--- config.mk ---
export PLATFORM = sky130hd
export DESIGN_NAME = gpio_irq_router
export DESIGN_NICKNAME = d
export VERILOG_FILES = /design/src/rtl/gpir_pkg.sv /design/src/rtl/gpir_sync.sv /design/src/rtl/gpir_pin_detect.sv /design/src/rtl/gpio_irq_router.sv
export SDC_FILE = /design/constraint.sdc
export NUM_CORES = 1
export LEC_CHECK = 0
export BUFFER_PORTS_ARGS = -buffer_cell sky130_fd_sc_hd__clkbuf_2
export CORE_AREA = 5 5 127 129
export DETAILED_ROUTE_END_ITERATION = 7
export DIE_AREA = 0 0 132 134
export PLACE_DENSITY = 0.63
export SLEW_MARGIN = 20
export SYNTH_ARGS = -nofsm -noshare
export SYNTH_HDL_FRONTEND = slang
export SYNTH_HIERARCHICAL = 1
export SYNTH_SLANG_ARGS = --single-unit
--- constraint.sdc ---
create_clock -name clk -period 4 [get_ports clk]
set_clock_uncertainty 0.2 [all_clocks]
set_input_delay 0.8 -clock clk [delete_from_list [all_inputs] [get_ports clk]]
set_output_delay 0.8 -clock clk [all_outputs]
set_load 0.1 [all_outputs]
--- src/rtl/gpir_pkg.sv ---
package gpir_pkg;
    localparam int TRIG_W = 4;

    typedef enum logic [3:0] {
        TRIG_NONE = 4'd0,
        TRIG_RISE = 4'd1,
        TRIG_FALL = 4'd2,
        TRIG_BOTH = 4'd3,
        TRIG_HIGH = 4'd4,
        TRIG_LOW  = 4'd8
    } trig_code_e;

    typedef enum logic [1:0] {
        MODE_OFF,
        MODE_EDGE,
        MODE_LEVEL
    } det_mode_e;

    localparam int OFF_DIR   = 0;
    localparam int OFF_OUT   = 1;
    localparam int OFF_IN    = 2;
    localparam int OFF_TRIG  = 3;
    localparam int OFF_ROUTE = 4;
    localparam int OFF_EN    = 5;
    localparam int OFF_STAT0 = 6;
endpackage

--- src/rtl/gpir_sync.sv ---
module gpir_sync #(
    parameter int W = 8
) (
    input  logic         clk,
    input  logic         rst_n,
    input  logic [W-1:0] d,
    output logic [W-1:0] q
);
    logic [W-1:0] stage1_q, stage2_q;

    always_ff @(posedge clk) begin
        if (!rst_n) begin
            stage1_q <= '0;
            stage2_q <= '0;
        end else begin
            stage1_q <= d;
            stage2_q <= stage1_q;
        end
    end

    assign q = stage2_q;
endmodule

--- src/rtl/gpir_pin_detect.sv ---
module gpir_pin_detect
    import gpir_pkg::*;
(
    input  logic              clk,
    input  logic              rst_n,
    input  logic              lvl,
    input  logic [TRIG_W-1:0] trig,
    input  logic              en,
    input  logic              clr,
    output logic              status
);
    logic      prev_q, status_q, status_d, hit;
    det_mode_e mode;

    always_ff @(posedge clk) begin
        if (!rst_n) prev_q <= 1'b0;
        else        prev_q <= lvl;
    end

    // Decode the trigger code into a detector mode and a hit condition.
    always_comb begin
        mode = MODE_OFF;
        hit  = 1'b0;
        unique case (trig)
            TRIG_RISE: begin mode = MODE_EDGE;  hit = lvl & ~prev_q; end
            TRIG_FALL: begin mode = MODE_EDGE;  hit = ~lvl & prev_q; end
            TRIG_BOTH: begin mode = MODE_EDGE;  hit = lvl ^ prev_q;  end
            TRIG_HIGH: begin mode = MODE_LEVEL; hit = lvl;           end
            TRIG_LOW:  begin mode = MODE_LEVEL; hit = ~lvl;          end
            default:   begin mode = MODE_OFF;   hit = 1'b0;          end
        endcase
    end

    always_comb begin
        unique case (mode)
            MODE_EDGE:  status_d = (status_q & ~clr) | (en & hit);
            MODE_LEVEL: status_d = en & hit;
            default:    status_d = 1'b0;
        endcase
    end

    always_ff @(posedge clk) begin
        if (!rst_n) status_q <= 1'b0;
        else        status_q <= status_d;
    end

    assign status = status_q;

    assert_edge_sticky_R5: assert property (@(posedge clk) disable iff (!rst_n)
        (mode == MODE_EDGE && status_q && !clr) |=> status_q);
    assert_level_follow_R7: assert property (@(posedge clk) disable iff (!rst_n)
        (mode == MODE_LEVEL && en && hit) |=> status_q);
    assert_illegal_quiet_R8: assert property (@(posedge clk) disable iff (!rst_n)
        (mode == MODE_OFF) |=> !status_q);
    assert_disabled_no_set_R11: assert property (@(posedge clk) disable iff (!rst_n)
        (!en && !status_q) |=> !status_q);
endmodule

--- src/rtl/gpio_irq_router.sv ---
module gpio_irq_router
    import gpir_pkg::*;
#(
    parameter int PINS_PER_PORT = 4,
    parameter int NUM_PORTS     = 2,
    parameter int NUM_LINES     = 2,
    parameter int NUM_ALIASES   = 4,
    localparam int NPINS   = PINS_PER_PORT * NUM_PORTS,
    localparam int DW      = PINS_PER_PORT * TRIG_W,
    localparam int LSEL_W  = (NUM_LINES > 1) ? $clog2(NUM_LINES) : 1,
    localparam int PORT_W  = (NUM_PORTS > 1) ? $clog2(NUM_PORTS) : 1,
    localparam int ALIAS_W = (NUM_ALIASES > 1) ? $clog2(NUM_ALIASES) : 1,
    localparam int OFF_W   = $clog2(OFF_STAT0 + NUM_LINES),
    localparam int ADDR_W  = ALIAS_W + PORT_W + OFF_W
) (
    input  logic                 clk,
    input  logic                 rst_n,
    input  logic                 wr_en,
    input  logic                 rd_en,
    input  logic [ADDR_W-1:0]    addr,
    input  logic [DW-1:0]        wdata,
    output logic [DW-1:0]        rd_data,
    input  logic [NPINS-1:0]     pin_in,
    output logic [NPINS-1:0]     pin_out,
    output logic [NPINS-1:0]     pin_oe,
    output logic [NUM_LINES-1:0] irq
);
    localparam int P = PINS_PER_PORT;

    logic [OFF_W-1:0]   off;
    logic [PORT_W-1:0]  psel;
    logic [ALIAS_W-1:0] alias_bits_unused;
    logic               port_ok;

    assign off               = addr[OFF_W-1:0];
    assign psel              = addr[OFF_W +: PORT_W];
    assign alias_bits_unused = addr[ADDR_W-1 -: ALIAS_W];  // every alias maps to the same state
    assign port_ok           = ({1'b0, psel} < (PORT_W+1)'(NUM_PORTS));

    logic [P-1:0]        dir_q   [NUM_PORTS];
    logic [P-1:0]        out_q   [NUM_PORTS];
    logic [P-1:0]        en_q    [NUM_PORTS];
    logic [DW-1:0]       trig_q  [NUM_PORTS];
    logic [P*LSEL_W-1:0] route_q [NUM_PORTS];

    logic [NPINS-1:0]                pin_sync, stat_all;
    logic [NUM_LINES-1:0][NPINS-1:0] line_hit;
    logic [DW-1:0]                   rd_d, rd_q;
    logic [NUM_LINES-1:0]            irq_q;

    gpir_sync #(.W(NPINS)) u_sync (
        .clk(clk), .rst_n(rst_n), .d(pin_in), .q(pin_sync)
    );

    for (genvar g = 0; g < NUM_PORTS; g++) begin : g_port
        logic wr_here;
        assign wr_here = wr_en && port_ok && (psel == PORT_W'(g));

        always_ff @(posedge clk) begin
            if (!rst_n) begin
                dir_q[g]   <= '0;
                out_q[g]   <= '0;
                en_q[g]    <= '0;
                trig_q[g]  <= '0;
                route_q[g] <= '0;
            end else if (wr_here) begin
                if (off == OFF_W'(OFF_DIR))   dir_q[g]   <= wdata[P-1:0];
                if (off == OFF_W'(OFF_OUT))   out_q[g]   <= wdata[P-1:0];
                if (off == OFF_W'(OFF_EN))    en_q[g]    <= wdata[P-1:0];
                if (off == OFF_W'(OFF_TRIG))  trig_q[g]  <= wdata;
                if (off == OFF_W'(OFF_ROUTE)) route_q[g] <= wdata[P*LSEL_W-1:0];
            end
        end

        assign pin_oe[g*P +: P]  = dir_q[g];
        assign pin_out[g*P +: P] = out_q[g];

        for (genvar p = 0; p < P; p++) begin : g_pin
            localparam int IDX = g*P + p;
            logic [LSEL_W-1:0] rsel;
            logic              clr_p;

            assign rsel  = route_q[g][p*LSEL_W +: LSEL_W];
            // A clear only reaches the pin through its own line's status register.
            assign clr_p = wr_here && wdata[p] &&
                           (off == OFF_W'(OFF_STAT0) + OFF_W'(rsel));

            gpir_pin_detect u_det (
                .clk(clk), .rst_n(rst_n), .lvl(pin_sync[IDX]),
                .trig(trig_q[g][p*TRIG_W +: TRIG_W]), .en(en_q[g][p]),
                .clr(clr_p), .status(stat_all[IDX])
            );

            for (genvar k = 0; k < NUM_LINES; k++) begin : g_line
                assign line_hit[k][IDX] = stat_all[IDX] & en_q[g][p] &
                                          (rsel == LSEL_W'(k));
            end
        end
    end

    always_comb begin
        rd_d = '0;
        if (port_ok) begin
            if (off == OFF_W'(OFF_DIR))   rd_d[P-1:0]        = dir_q[psel];
            if (off == OFF_W'(OFF_OUT))   rd_d[P-1:0]        = out_q[psel];
            if (off == OFF_W'(OFF_IN))    rd_d[P-1:0]        = pin_sync[psel*P +: P];
            if (off == OFF_W'(OFF_TRIG))  rd_d               = trig_q[psel];
            if (off == OFF_W'(OFF_ROUTE)) rd_d[P*LSEL_W-1:0] = route_q[psel];
            if (off == OFF_W'(OFF_EN))    rd_d[P-1:0]        = en_q[psel];
            for (int k = 0; k < NUM_LINES; k++) begin
                if (off == OFF_W'(OFF_STAT0 + k)) rd_d[P-1:0] = line_hit[k][psel*P +: P];
            end
        end
    end

    always_ff @(posedge clk) begin
        if (!rst_n)     rd_q <= '0;
        else if (rd_en) rd_q <= rd_d;
    end
    assign rd_data = rd_q;

    for (genvar k = 0; k < NUM_LINES; k++) begin : g_irq
        always_ff @(posedge clk) begin
            if (!rst_n) irq_q[k] <= 1'b0;
            else        irq_q[k] <= |line_hit[k];
        end

        assert_irq_quiet_R10: assert property (@(posedge clk) disable iff (!rst_n)
            (line_hit[k] == '0) |=> !irq_q[k]);
        assert_irq_rise_R12: assert property (@(posedge clk) disable iff (!rst_n)
            (line_hit[k] != '0) |=> irq_q[k]);
    end
    assign irq = irq_q;

    assert_dir_write_R2: assert property (@(posedge clk) disable iff (!rst_n)
        (wr_en && psel == '0 && off == OFF_W'(OFF_DIR)) |=>
        (pin_oe[P-1:0] == $past(wdata[P-1:0])));
endmodule

==> impl_results.md <==
- Yosys Warn Count: 6
- # IOs: 68
- Largest net degree at the start of global routing: 37
- Post-Layout Cell Count: 882
- CTS Buf Count: 17
- Final min period: 2.47 ns
- Area share of fa/ha/maj cells after synthesis: 6.17%
- Hold_sp: u_sync/stage1_q[2]
- Slew Limit Fails: 0
- Overall overflow remaining after global route: 0
- Max Cap Viol: 0
- Endpoints failing hold: 0
- Least-Margin Pin Slew: 0.758 ns
- Port Buffers: 65
- Total power: 3.29 mW
- Synth Flop Type: edfxtp_1
- Hold Path Class: flip-flop to flip-flop
- Mapped Avg Cell Area: 10.6 sq um
- Initial core utilization: 43.5%
- Clock latency on the worst-skew pair: 0.42 ns
- Flops & latches, synth: 114
- CP max stage delay: 0.62 ns
- TritonCTS clock tree: built
- Outcome: finished clean
- Cell Pwr Density: 435 nW/um^2
- Share of the synthesized area in the top cell type: 29.6%
- Commonest non-fill, non-tap cell in the layout: and2_1
- 1st-pass router iterations: 5
- P&R area growth vs syn: 16.6%
- Final WL: 16.1 mm
- Vias in the first global route: 5,003
- Count of different cell masters after synthesis: 55
- Final Cycle Share: 61.7%
- Synth top area cells: edfxtp_1 30%, dfxtp_1 15%, and2_1 7.3%
- Worst min-delay path endpoint: u_sync/q[2]
- Most frequent cells in the layout: 76 x and2_1, 65 x clkbuf_2, 64 x edfxtp_1, 50 x dfxtp_1, 34 x inv_1
- Syn_nets: 681
- # clock sinks: 114
- RSZ-0062 raised after global routing: false
- Crit path kind: primary input to flip-flop
- Layout Nets: 747
- Die Footprint: 17,700 sq um
- Main combinational cell family by area after synthesis: simple AND/OR/NAND/NOR gates
- Via count: 4,892
- Critical path launch point: addr[3]
- Chip width: 132 um
- Mux contribution to synthesized area: 7.23%
- Cell Chain, Critical Path: clkbuf_2 -> buf_4 -> and4_1 -> and2_1
- Leakage: 2.88 nW
- H-Tree Depth: 4
- Worst r2r path cells: 7
- R2R setup slack: 2.00 ns
- Sequential area share after synthesis: 45.0%
- Simple-gate share of the synthesized area: 25.6%
- Compound-cell area share of the yosys netlist: 9.52%
- Post-synth EDFFs: 64
- Final setup TNS: 0 ns
- Diode count: 0
- Final Setup Violations: 0
- Rows: 45
- Dpl cells: 850
- Fillers: 1,326
- Mapped Area: 6490 sq um
- Multi-input logic area: 3290 sq um
- Post-CTS Setup Bufs: 0
- Reg2reg end: g_port[1].g_pin[0].u_det/status
- CP max stage cell: and4_1
- Synth Area in XOR/XNOR: 2.16%
- 1st-iter DRT viols: 415
- Storage cell area: 2920 sq um
- Post-CTS sizing: 0
- First-pass GRT wire length: 26.0 mm
- CP required: 4.08 ns
- DRC viols: 0
- Root Driver: clkbuf_16
- All-layer global routing usage: 18.6%
- Slew margin rel.: 48.9%
- Core area: 14,900 sq um
- DP Wirelength: 11.6 mm
- Initial antenna violation count: 0
- WL/cell: 18.3 um
- Startpoint Class: primary input
- Fmax: 0.405 GHz
- ANT nets after route: 0
- Crit Path Max Fanout: 26
- Maximum clock insertion buffer count: 2
- Layout cells sized above 1: 22.3%
- Die Ht: 134 um
- Critical Path AT: 2.55 ns
- VDD IR max: 0.319 mV
- Largest area contributor in the netlist: edfxtp_1
- Via density: 5.55
- Critical R2R Launch: trig_q[1][2]
- Setup crit end kind: flip-flop
- Placer congestion estimate: 0.901
- Hold depth: 1
- Share of async-settable or async-resettable flops after synthesis: 0%
- Synth Instances: 615
- Hold_buf cts: 0
- Worst-path clk slew: 0.05 ns
metal layers:
layer	routed length [um]	global-route usage, %
met5	0	0
met4	515	8.63
met3	836	4.16
met2	7570	30.1
met1	7210	23.8
cell type report:
cell class	count	share of cell area, %
inverters	34	1.69
multi-input cells	441	43.5
repair buffers	73	5.09
well taps	188	3.11
flip-flops and latches	114	38.6
clock buffers	23	6.60
clock inverters	9	1.37
flip-flops by register name, summed over array words and instances, names as in the netlist:
signal / cells
rd_data: 16
u_sync/stage1_q: 8
en_q: 8
irq: 2
out_q: 8
u_sync/q: 8
g_port.g_pin.u_det/prev_q: 8
g_port.g_pin.u_det/status: 8
route_q: 8
dir_q: 8
trig_q: 32
synthesized netlist by cell type, drive strengths merged, types with 10 or more instances:
library cell	number
a21boi	12
and2	88
mux2	16
nand2b	14
dfxtp	50
o21ai	28
nand3	31
buf	15
mux2i	12
clkbuf	11
xnor2	16
ha	32
nor3	18
nand2	25
inv	34
nand3b	10
edfxtp	64
nor2	27
a22oi	10
how the worst max path moves through the flow:
stage	endpoint	slack, ns	cells past startpoint
finish	trig_q[1][8]	1.53	4
global route	trig_q[1][8]	1.41	4
CTS	trig_q[1][8]	1.53	4
detailed placement	trig_q[1][8]	1.11	4
global placement	trig_q[1][11]	1.07	4
floorplan	trig_q[1][0]	0.71	5
cells by family (layout without fill, tap and decap cells):
family,count (synthesis),after routing
mux,35,35
flops,114,114
xor+xnor,16,16
buf+inv,60,139
simple gates,266,266
compound gates,92,92
fa+ha+maj,32,32
stage by stage:
stage | instance area [sq um] | util [%] | setup WS (ns) | hold slack [ns]
3_3_place_gp | 6960 | 46.7 | 1.07 | 0.230
2_1_floorplan | 6490 | - | 0.715 | 0.226
6_report | 7570 | 50.7 | 1.53 | 0.243
3_5_place_dp | 6960 | 46.7 | 1.11 | 0.231
4_1_cts | 7570 | 50.7 | 1.53 | 0.243
5_1_grt | 7570 | 50.7 | 1.41 | 0.254
worst max-delay path: cells and delay by family:
kind	cells	cell delay, ns
simple gates	2	0.84
buf+inv	2	0.89
where the power goes:
part / internal [mW] / switching (mW)
sequential: 1.30 / 0.0677
combinational: 0.130 / 0.265
clock: 0.999 / 0.535
total: 2.42 / 0.867
(Power assumes the default switching activity.)
